`config.mk`:
```
export PLATFORM = sky130hd
export DESIGN_NAME = can_mode_ctrl
export DESIGN_NICKNAME = d
export VERILOG_FILES = /design/src/rtl/cmc_pkg.sv /design/src/rtl/cmc_run_filter.sv /design/src/rtl/cmc_mode_fsm.sv /design/src/rtl/cmc_out_sel.sv /design/src/rtl/can_mode_ctrl.sv
export SDC_FILE = /design/constraint.sdc
export NUM_CORES = 1
export LEC_CHECK = 0
export BUFFER_PORTS_ARGS = -buffer_cell sky130_fd_sc_hd__buf_2
export CAP_MARGIN = 0
export CORE_MARGIN = 4
export CORE_UTILIZATION = 40
export DETAILED_ROUTE_END_ITERATION = 8
export PLACE_DENSITY = 0.7
export SLEW_MARGIN = 15
export SYNTH_ARGS = -nofsm -noshare
export SYNTH_HDL_FRONTEND = slang
export SYNTH_SLANG_ARGS = --single-unit
export TNS_END_PERCENT = 30
```
`constraint.sdc`:
```
create_clock -name clk -period 1.6 [get_ports clk]
set_clock_uncertainty 0.15 [all_clocks]
set_input_delay 0.48 -clock clk [delete_from_list [all_inputs] [get_ports clk]]
set_output_delay 0.48 -clock clk [all_outputs]
set_load 0.02 [all_outputs]
```
`src/rtl/cmc_pkg.sv`:
```
package cmc_pkg;
    typedef enum logic [1:0] {
        MODE_NORMAL  = 2'd0,
        MODE_STANDBY = 2'd1,
        MODE_LOCKED  = 2'd2,
        MODE_FORCED  = 2'd3
    } mode_e;
endpackage

```
`src/rtl/cmc_run_filter.sv`:
```
// Counts consecutive cycles with level_i high while enabled; saturates at LEN.
module cmc_run_filter #(
    parameter int LEN = 8
) (
    input  logic clk,
    input  logic rst_n,
    input  logic en_i,
    input  logic level_i,
    output logic done_o
);
    localparam int CW = $clog2(LEN + 1);
    localparam logic [CW-1:0] LIM = CW'(LEN);

    logic [CW-1:0] cnt_q;
    logic [CW-1:0] cnt_d;

    always_comb begin
        if (en_i && level_i) begin
            cnt_d = (cnt_q == LIM) ? LIM : cnt_q + 1'b1;
        end else begin
            cnt_d = '0;
        end
    end

    always_ff @(posedge clk or negedge rst_n) begin
        if (!rst_n) cnt_q <= '0;
        else        cnt_q <= cnt_d;
    end

    assign done_o = (cnt_q == LIM);
endmodule

```
`src/rtl/cmc_mode_fsm.sv`:
```
module cmc_mode_fsm
    import cmc_pkg::*;
(
    input  logic  clk,
    input  logic  rst_n,
    input  logic  stby_sel_i,
    input  logic  vcc_uv_i,
    input  logic  vio_uv_i,
    input  logic  bus_dom_i,
    input  logic  rec_done_i,
    output mode_e mode_o
);
    mode_e state_q;
    mode_e state_d;
    logic  any_uv;

    assign any_uv = vcc_uv_i | vio_uv_i;

    always_comb begin
        state_d = state_q;
        if (any_uv) begin
            state_d = MODE_FORCED;                      // UV_TRIP
        end else begin
            unique case (state_q)
                MODE_NORMAL: begin
                    if (stby_sel_i)
                        state_d = bus_dom_i ? MODE_LOCKED : MODE_STANDBY;
                end
                MODE_STANDBY: begin
                    if (!stby_sel_i) state_d = MODE_NORMAL;      // WAKE_SEL
                end
                MODE_LOCKED: begin
                    if (!stby_sel_i)     state_d = MODE_NORMAL;  // WAKE_SEL
                    else if (rec_done_i) state_d = MODE_STANDBY; // UNLOCK
                end
                MODE_FORCED: begin
                    state_d = stby_sel_i ? MODE_STANDBY : MODE_NORMAL; // UV_CLEAR
                end
                default: state_d = MODE_STANDBY;
            endcase
        end
    end

    always_ff @(posedge clk or negedge rst_n) begin
        if (!rst_n) state_q <= MODE_STANDBY;
        else        state_q <= state_d;
    end

    assign mode_o = state_q;

    AST_UV_FORCES: assert property (@(posedge clk) disable iff (!rst_n)
        (vcc_uv_i || vio_uv_i) |=> (state_q == MODE_FORCED));

    AST_LOCK_ENTRY: assert property (@(posedge clk) disable iff (!rst_n)
        (state_q == MODE_NORMAL && stby_sel_i && bus_dom_i && !vcc_uv_i && !vio_uv_i)
        |=> (state_q == MODE_LOCKED));

    AST_LOCK_HOLD: assert property (@(posedge clk) disable iff (!rst_n)
        (state_q == MODE_LOCKED && stby_sel_i && !rec_done_i && !vcc_uv_i && !vio_uv_i)
        |=> (state_q == MODE_LOCKED));
endmodule

```
`src/rtl/cmc_out_sel.sv`:
```
module cmc_out_sel
    import cmc_pkg::*;
(
    input  mode_e mode_i,
    input  logic  vcc_uv_i,
    input  logic  vio_uv_i,
    input  logic  main_rx_i,
    input  logic  wake_i,
    output logic  drv_en_o,
    output logic  rx_en_o,
    output logic  bias_mid_o,
    output logic  rxd_o,
    output logic  rxd_oe_o
);
    always_comb begin
        drv_en_o   = 1'b0;
        rx_en_o    = 1'b0;
        bias_mid_o = 1'b0;
        rxd_o      = 1'b1;
        rxd_oe_o   = !vio_uv_i;
        unique case (mode_i)
            MODE_NORMAL: begin
                if (!vcc_uv_i && !vio_uv_i) begin
                    drv_en_o   = 1'b1;
                    rx_en_o    = 1'b1;
                    bias_mid_o = 1'b1;
                    rxd_o      = main_rx_i;
                end
            end
            MODE_STANDBY: rxd_o = vio_uv_i ? 1'b1 : !wake_i;
            MODE_LOCKED:  rxd_o = 1'b1;
            MODE_FORCED:  rxd_o = vio_uv_i ? 1'b1 : !wake_i;
            default:      rxd_o = 1'b1;
        endcase
    end
endmodule

```
`src/rtl/can_mode_ctrl.sv`:
```
module can_mode_ctrl
    import cmc_pkg::*;
#(
    parameter int FILT_LEN = 8
) (
    input  logic clk,
    input  logic rst_n,
    input  logic stby_sel_i,
    input  logic vcc_uv_i,
    input  logic vio_uv_i,
    input  logic bus_dom_i,
    input  logic main_rx_i,
    output logic drv_en_o,
    output logic rx_en_o,
    output logic bias_mid_o,
    output logic rxd_o,
    output logic rxd_oe_o
);
    mode_e mode;
    logic  wake_done;
    logic  rec_done;
    logic  wake_en;
    logic  rec_en;

    assign wake_en = (mode == MODE_STANDBY) || (mode == MODE_FORCED && !vio_uv_i);
    assign rec_en  = (mode == MODE_LOCKED);

    cmc_run_filter #(.LEN(FILT_LEN)) u_wake_filt (
        .clk     (clk),
        .rst_n   (rst_n),
        .en_i    (wake_en),
        .level_i (bus_dom_i),
        .done_o  (wake_done)
    );

    cmc_run_filter #(.LEN(FILT_LEN)) u_rec_filt (
        .clk     (clk),
        .rst_n   (rst_n),
        .en_i    (rec_en),
        .level_i (!bus_dom_i),
        .done_o  (rec_done)
    );

    cmc_mode_fsm u_fsm (
        .clk        (clk),
        .rst_n      (rst_n),
        .stby_sel_i (stby_sel_i),
        .vcc_uv_i   (vcc_uv_i),
        .vio_uv_i   (vio_uv_i),
        .bus_dom_i  (bus_dom_i),
        .rec_done_i (rec_done),
        .mode_o     (mode)
    );

    cmc_out_sel u_out (
        .mode_i     (mode),
        .vcc_uv_i   (vcc_uv_i),
        .vio_uv_i   (vio_uv_i),
        .main_rx_i  (main_rx_i),
        .wake_i     (wake_done),
        .drv_en_o   (drv_en_o),
        .rx_en_o    (rx_en_o),
        .bias_mid_o (bias_mid_o),
        .rxd_o      (rxd_o),
        .rxd_oe_o   (rxd_oe_o)
    );

    AST_DRV_NEEDS_SEL_LOW: assert property (@(posedge clk) disable iff (!rst_n)
        drv_en_o |-> $past(!stby_sel_i));

    AST_WAKE_NEEDS_DOM: assert property (@(posedge clk) disable iff (!rst_n)
        (rxd_oe_o && $past(rxd_oe_o) && mode != MODE_NORMAL && $past(mode) != MODE_NORMAL
         && $fell(rxd_o)) |-> $past(bus_dom_i));
endmodule

```
# Word level (Yosys, flattened, before mapping)
# Cells that the tools add are included.
# Widths: inputs -> output; s select.
# totals
register_bits,10
in_bits,7
output_inout_bits,5
# op_classes
add_sub_neg,2
n_eq_ne,8
mux,17
n_bitwise,1
n_reduce_logical,12
# op_table
operator,count
$mux 4,4
$mux 2,6
$add 4x1->4 const B,2
$eq 4x4->1 const B,2
$pmux 2 s4,1
$ne 3x2->1 const B,2
$mux 1,5
$eq 2x2->1 const B,2
$logic_and 1x1->1,4
$logic_not 1->1,4
$ne 4x3->1 const B,1
$pmux 1 s3,1
$reduce_and 3->1,1
$eq 2x1->1 const B,1
$logic_not 2->1,1
$reduce_or 2->1,1
$logic_or 1x1->1,1
$or 1x1->1,1

# Logic depth before layout (Yosys ltp)
# Gate-level depths: netlist (run 1).
# depth
word_depth,5
ltp_mapped,5
depth_no_buf,5

# Cells and area by module
# A second synthesis (run 1) with hierarchy kept.
# unflattened
cells_unflattened,57
hier_area_um2,569.3
# modules_own_cells
module,instances,cells_each,area_each_um2,seq_area_each_um2
cmc_run_filter,2,19,196.4,100.1
cmc_mode_fsm,1,9,103.8,51.3
cmc_out_sel,1,7,48.8,0.0
can_mode_ctrl,1,3,23.8,0.0

# Least setup slack after synthesis (run 1)
# No wires, ideal clock.
# synth_path
path_kind,input -> output
start,input vio_uv_i
end,output drv_en_o
t_arrival_ns,1.576
setup_slack_ns,-0.606
cell_stages,2
path_buffers,1
cell_sequence,nor4_1 > buf_4
# synth_via
elab_chain_len,4
# synth_lines
element,line_no,source
from (decl),can_mode_ctrl.sv:10,"input logic vio_uv_i,"
$logic_not 1->1,cmc_out_sel.sv:23,if (!vcc_uv_i && !vio_uv_i) begin
$logic_and 1x1->1,cmc_out_sel.sv:23,
$mux 1,cmc_out_sel.sv:23,
$mux 1,cmc_out_sel.sv:21,unique case (mode_i)
to (decl),can_mode_ctrl.sv:13,"output logic drv_en_o,"
# No other way between the ends.

# Worst setup path in the final report (run 1)
# layout_path
start,"register u_fsm.state_q[0], in the netlist u_fsm.mode_o[0]"
end,output rxd_o
# layout_via
elab_chain_len,3
elab_cells_between_ends,6
# layout_lines
element,line_no,source
from (decl),cmc_mode_fsm.sv:13,mode_e state_q;
from (signal assigned),cmc_mode_fsm.sv:46,else state_q <= state_d;
$eq 2x1->1 / $eq 2x2->1 (equally long branches),cmc_out_sel.sv:21,
$reduce_or 2->1 (no source line),n/a,
$pmux 1 s3 (*),cmc_out_sel.sv:21,
to (decl),can_mode_ctrl.sv:16,"output logic rxd_o,"
# Mark *: on every way between the ends. The rest lies on a longest branch, timed or not.

==> out/qor.txt, run 1 <==
worst setup margin -> -343 ps
final hold slack -> 305 ps
Die Wd -> 44.4 um
initial antenna violation count -> 0
kind of critical path -> reg2out
Synthesis Warnings -> 0
Critical Path Fanout Max -> 5
via count -> 455
failing checks -> setup timing
dpl cells -> 86
final WL -> 1160 um
Crit-path slowest cell -> dfstp_2
IO Count -> 12
ANT nets after route -> 0
vias in the first global route -> 480
RSZ-0062 raised after global routing -> true
ant diodes -> 0
All-Layer GR Usage -> 14.1%
Setup WS pre-CTS -> -131 ps
register area share after synthesis -> 47.4%
H-tree levels -> 1
pin count of the biggest net entering global routing -> 11
Skew-Pair Late Insertion Delay -> 270 ps
Worst setup EP type -> output pin
commonest cells after routing, fill and taps aside -> 11 x buf_4, 8 x nor2_1, 8 x dfrtp_1
CTS max path bufs -> 2
Slew Limit Fails -> 0
Post-Syn Instances -> 56
synthesized area -> 531 um^2
final hold violation count -> 0
Pleak -> 0.000360 uW
Syn Nets -> 67
area grow syn2layout -> 39.4%
Synth Area in Compound Gates -> 8.96%
IO Port Bufs -> 11
routed len/inst -> 12.7 um
Worst Hold Class -> in2reg
initial DRC count -> 8
Post-Place Cell Area -> 656 um^2
crit path DAT -> 1310 ps
design area -> 739 um^2
PD cells -> 704 mW/mm^2
combinational family with the most area after synthesis -> simple AND/OR/NAND/NOR gates
Inserted Clock Buffers -> 3
simple-gate share of the synthesized area -> 20.8%
Sink Count -> 10
syn_area_per_cell -> 9.47 um^2
XOR/XNOR Fraction of Synth Area -> 4.95%
root buffer cell -> clkbuf_4
Slew headroom -> 83.5%
mux share of post-synthesis cell area -> 0%
Initial Util -> 45.3%
TritonCTS clock tree -> yes
endpoints failing setup -> 4
measured slew at the worst slew-check pin -> 246 ps
most common library cell in the layout ignoring fill and taps -> buf_4
first-pass GRT wire length -> 1970 um
height of the chip -> 44.4 um
num rows -> 12
maximum clock frequency -> 515 MHz
startpoint types -> flop
via/cell ratio -> 4.95
crit path cell chain -> buf_6 -> nor4_4 -> o21ai_1 -> buf_4
DR pass1 iterations -> 4
Post-Synth Adder-Cell Area -> 9.43%
crit-path max cell delay -> 560 ps
core region area -> 0.00117 mm^2
fin crit share -> 121%
synth unique cells -> 21
share of layout cells above drive strength 1 -> 39.7%
# Max-Cap Violations -> 0
DP HPWL -> 818 um
GRT overflow -> 0
Die ar. -> 0.00197 mm^2
# fillers -> 104
flip-flop and latch count after synthesis -> 10
fin cells -> 92
Final GP Congestion -> 0.773
min Tclk post-route -> 1940 ps
Worst VDD drop -> 0.000549 V
required time worst endpoint -> 970 ps
Clock transition at path regs -> 60 ps
status -> finished with violations
DRC viols -> 0
Layout Nets -> 90
layout make-up:
type                       count  area (um^2)  share of cell area (%)
sequential                    10          253                    34.2
tap                           14         17.5                    2.37
inverter                       8         30.0                    4.06
timing repair buffer          20          139                    18.8
clock buffer                   4         26.3                    3.55
multi-input combinational     36          274                    37.1
Yosys cell counts, drive strengths merged:
cell type / n / area share [%]
o221ai: 1 / 2.8
nor4: 2 / 2.4
nand2: 4 / 2.8
ha: 4 / 9.4
nor2: 8 / 5.7
inv: 8 / 5.7
xor2: 2 / 3.3
nor3: 2 / 1.9
nand3b: 1 / 1.4
buf: 2 / 2.8
a21oi: 1 / 0.94
o2111ai: 1 / 1.7
or2b: 1 / 1.4
dfstp: 1 / 5.0
a211o: 1 / 1.7
xnor2: 1 / 1.7
dfrtp: 9 / 42
o21ai: 2 / 1.9
and3: 1 / 1.2
nand2b: 1 / 1.2
nand3: 3 / 2.8
what timing repair did:
action | 4_1_cts | 5_1_grt
buffers inserted | 0 | 1
setup endpoints to repair | 4 | 4
hold buffers | 1 | 0
hold endpoints to repair | 9 | 0
resized for setup | 11 | 1
pin swaps | 3 | 3
layer usage:
layer	share of wire, %	GRT usage (%)	vias up
met5	0	0	-
met4	4.0	6.63	0
met3	4.4	7.32	8
met2	47	23.0	10
met1	45	14.9	211
li1	-	-	226
state kept, by name, indices dropped and copies added (netlist names):
signal             count
u_wake_filt.cnt_q      4
u_rec_filt.cnt_q       4
u_fsm.mode_o           2
power by group:
group          switching (uW)  leakage, uW  internal (uW)
clock                    86.0    0.0000150           96.4
combinational            39.5     0.000215           32.0
sequential               6.36     0.000130            261
total                     132     0.000360            389
worst max-delay path, delay by kind of cell, from the launching register on:
kind / cells / cell delay (ps)
compound gates: 1 / 150
buf+inv: 2 / 310
flops: 1 / 560
simple gates: 1 / 40
worst paths after layout:
path / end / start / depth (start not counted) / slack, ps
worst max-delay path: rxd_o / u_fsm.mode_o[0] / 4 / -340
worst min-delay path: u_fsm.mode_o[0] / stby_sel_i / 2 / 310
worst min register to register: u_rec_filt.cnt_q[0] / u_rec_filt.cnt_q[0] / 1 / 350
max in group asynchronous: u_fsm.mode_o[0] / rst_n / 2 / 600
worst max register to register: u_fsm.mode_o[0] / u_rec_filt.cnt_q[0] / 5 / 180
min in group asynchronous: u_rec_filt.cnt_q[1] / rst_n / 2 / 440
metrics by stage:
step           power (uW)  util, %  setup TNS, ps
2_1_floorplan         295        -           -342
3_3_place_gp          332     56.0           -289
3_5_place_dp          334     56.0           -374
4_1_cts               528     62.3          -1020
5_1_grt               549     63.1          -1370
6_report              521     63.1          -1030
logic make-up (layout without fill, tap and decap cells):
logic type / Yosys count / in the layout
compound gates: 6 / 6
buf+inv: 10 / 32
xor+xnor: 3 / 3
fa+ha+maj: 4 / 4
simple gates: 23 / 23
flops: 10 / 10
Power figures use the tool's default switching activity.
==> run 2: changes to the inputs <==
- BUFFER_PORTS_ARGS: -buffer_cell sky130_fd_sc_hd__buf_2 -> default
- DONT_BUFFER_PORTS: default -> 1
- GPL_TIMING_DRIVEN: default -> 0
- PLACE_DENSITY: 0.7 -> 0.62
- SKIP_CTS_REPAIR_TIMING: default -> 1
==> out/qor.txt, run 2 (synthesis gave the netlist of run 1 again) <==
hold depth -> 2 (unchanged)
dpl cells -> 70 (was 86)
Sink Count -> 10 (unchanged)
first-pass GRT wire length -> 1820 um (was 1970 um)
Worst setup EP type -> output pin (unchanged)
# Max-Cap Violations -> 0 (unchanged)
initial DRC count -> 7 (was 8)
Final GP Congestion -> 0.710 (was 0.773)
height of the chip -> 44.4 um (unchanged)
ANT nets after route -> 0 (unchanged)
DP HPWL -> 822 um (was 818 um)
Layout Nets -> 73 (was 90)
fin crit share -> 126% (was 121%)
routed len/inst -> 14.7 um (was 12.7 um)
required time worst endpoint -> 970 ps (about the same)
initial antenna violation count -> 0 (unchanged)
worst setup margin -> -412 ps (was -343 ps)
Slew headroom -> 69.6% (was 83.5%)
Setup WS pre-CTS -> -221 ps (was -131 ps)
area grow syn2layout -> 14.6% (was 39.4%)
IO Port Bufs -> 0 (was 11)
FF-to-FF path depth -> 5 (unchanged)
via count -> 396 (was 455)
final WL -> 1100 um (was 1160 um)
PD cells -> 800 mW/mm^2 (was 704 mW/mm^2)
commonest cells after routing, fill and taps aside -> 9 x dfrtp_1, 8 x inv_1, 8 x nor2_1 (was 11 x buf_4, 8 x nor2_1, 8 x dfrtp_1)
via/cell ratio -> 5.28 (was 4.95)
Slew Limit Fails -> 0 (unchanged)
final core utilization -> 51.9% (was 63.1%)
Skew-Pair Late Insertion Delay -> 270 ps (about the same)
hold path startpoint -> vcc_uv_i (was stby_sel_i)
measured slew at the worst slew-check pin -> 452 ps (was 246 ps)
endpoints failing setup -> 4 (unchanged)
TritonCTS clock tree -> yes (unchanged)
GRT overflow -> 0 (unchanged)
share of layout cells above drive strength 1 -> 16.4% (was 39.7%)
Inserted Clock Buffers -> 3 (unchanged)
fin cells -> 75 (was 92)
RSZ-0062 raised after global routing -> true (unchanged)
IO Count -> 12 (unchanged)
num rows -> 12 (unchanged)
startpoint types -> flop (unchanged)
worst flop-to-flop path startpoint -> u_rec_filt.cnt_q[0] (unchanged)
vias in the first global route -> 423 (was 480)
min Tclk post-route -> 2010 ps (was 1940 ps)
r2r endpoint -> u_fsm.mode_o[0] (unchanged)
core region area -> 0.00117 mm^2 (unchanged)
Die ar. -> 0.00197 mm^2 (unchanged)
Worst VDD drop -> 0.000489 V (was 0.000549 V)
Worst Hold Class -> in2reg (unchanged)
failing checks -> setup timing (unchanged)
root buffer cell -> clkbuf_4 (unchanged)
Min-Delay Endpoint -> u_fsm.mode_o[1] (was u_fsm.mode_o[0])
Critical Path Fanout Max -> 6 (was 5)
pin count of the biggest net entering global routing -> 11 (unchanged)
ant diodes -> 0 (unchanged)
Clock transition at path regs -> 60 ps (about the same)
setup TNS -> -1350 ps (was -1030 ps)
H-tree levels -> 1 (unchanged)
DRC viols -> 0 (unchanged)
status -> finished with violations (unchanged)
most common library cell in the layout ignoring fill and taps -> dfrtp_1 (was buf_4)
Pleak -> 0.000284 uW (was 0.000360 uW)
crit path DAT -> 1380 ps (was 1310 ps)
All-Layer GR Usage -> 13.1% (was 14.1%)
Die Wd -> 44.4 um (unchanged)
DR pass1 iterations -> 4 (unchanged)
final hold violation count -> 0 (unchanged)
total power -> 487 uW (was 521 uW)
Reg2Reg Setup Slack -> 160 ps (was 180 ps)
kind of critical path -> reg2out (unchanged)
CTS max path bufs -> 2 (unchanged)
maximum clock frequency -> 497 MHz (was 515 MHz)
Initial Util -> 45.3% (unchanged)
run 2: worst max path at each step:
stage	from	end	slack, ps	depth (start not counted)
after floorplan	u_fsm.mode_o[1]	drv_en_o	-140	2
after global placement	u_fsm.mode_o[1]	rx_en_o	-200	2
after detailed placement	u_fsm.mode_o[1]	drv_en_o	-220	2
after CTS	u_fsm.mode_o[1]	drv_en_o	-520	2
after global routing	u_fsm.mode_o[0]	drv_en_o	-490	2
final	u_fsm.mode_o[0]	drv_en_o	-410	2
run 2: final cells by class:
type                    count  area (um^2)
clock buffers               4         26.3
inverters                   8         30.0
well taps                  14         17.5
fillers                   119          563
flip-flops and latches     10          251
plain buffers               2         15.0
multi-input cells          36          258
repair buffers              1         10.0
run 2: routing by layer:
| layer | wire (um) | GRT usage [%] | vias up | part of all wire, % |
|---|---|---|---|---|
| li1 | - | - | 194 | - |
| met1 | 406 | 14.0 | 181 | 37 |
| met2 | 554 | 22.4 | 16 | 50 |
| met3 | 113 | 4.47 | 5 | 10 |
| met4 | 26 | 7.23 | 0 | 2.4 |
| met5 | 0 | 0 | - | 0 |
run 2: critical path, stage by stage, from the launching register on:
cell and delay, ps:
dfstp_2 410, nor4_4 480, buf_4 230
run 2: power breakdown:
part | internal, uW | switching (uW)
logic | 12.8 | 20.9
registers | 260 | 11.0
clock network | 96.4 | 85.1
total | 370 | 117
run 2: stage by stage:
stage,area (um^2),hold slack (ps)
after floorplan,546,34.4
after global placement,563,34.7
after detailed placement,563,34.7
after CTS,589,-258
after global routing,608,175
final,608,178
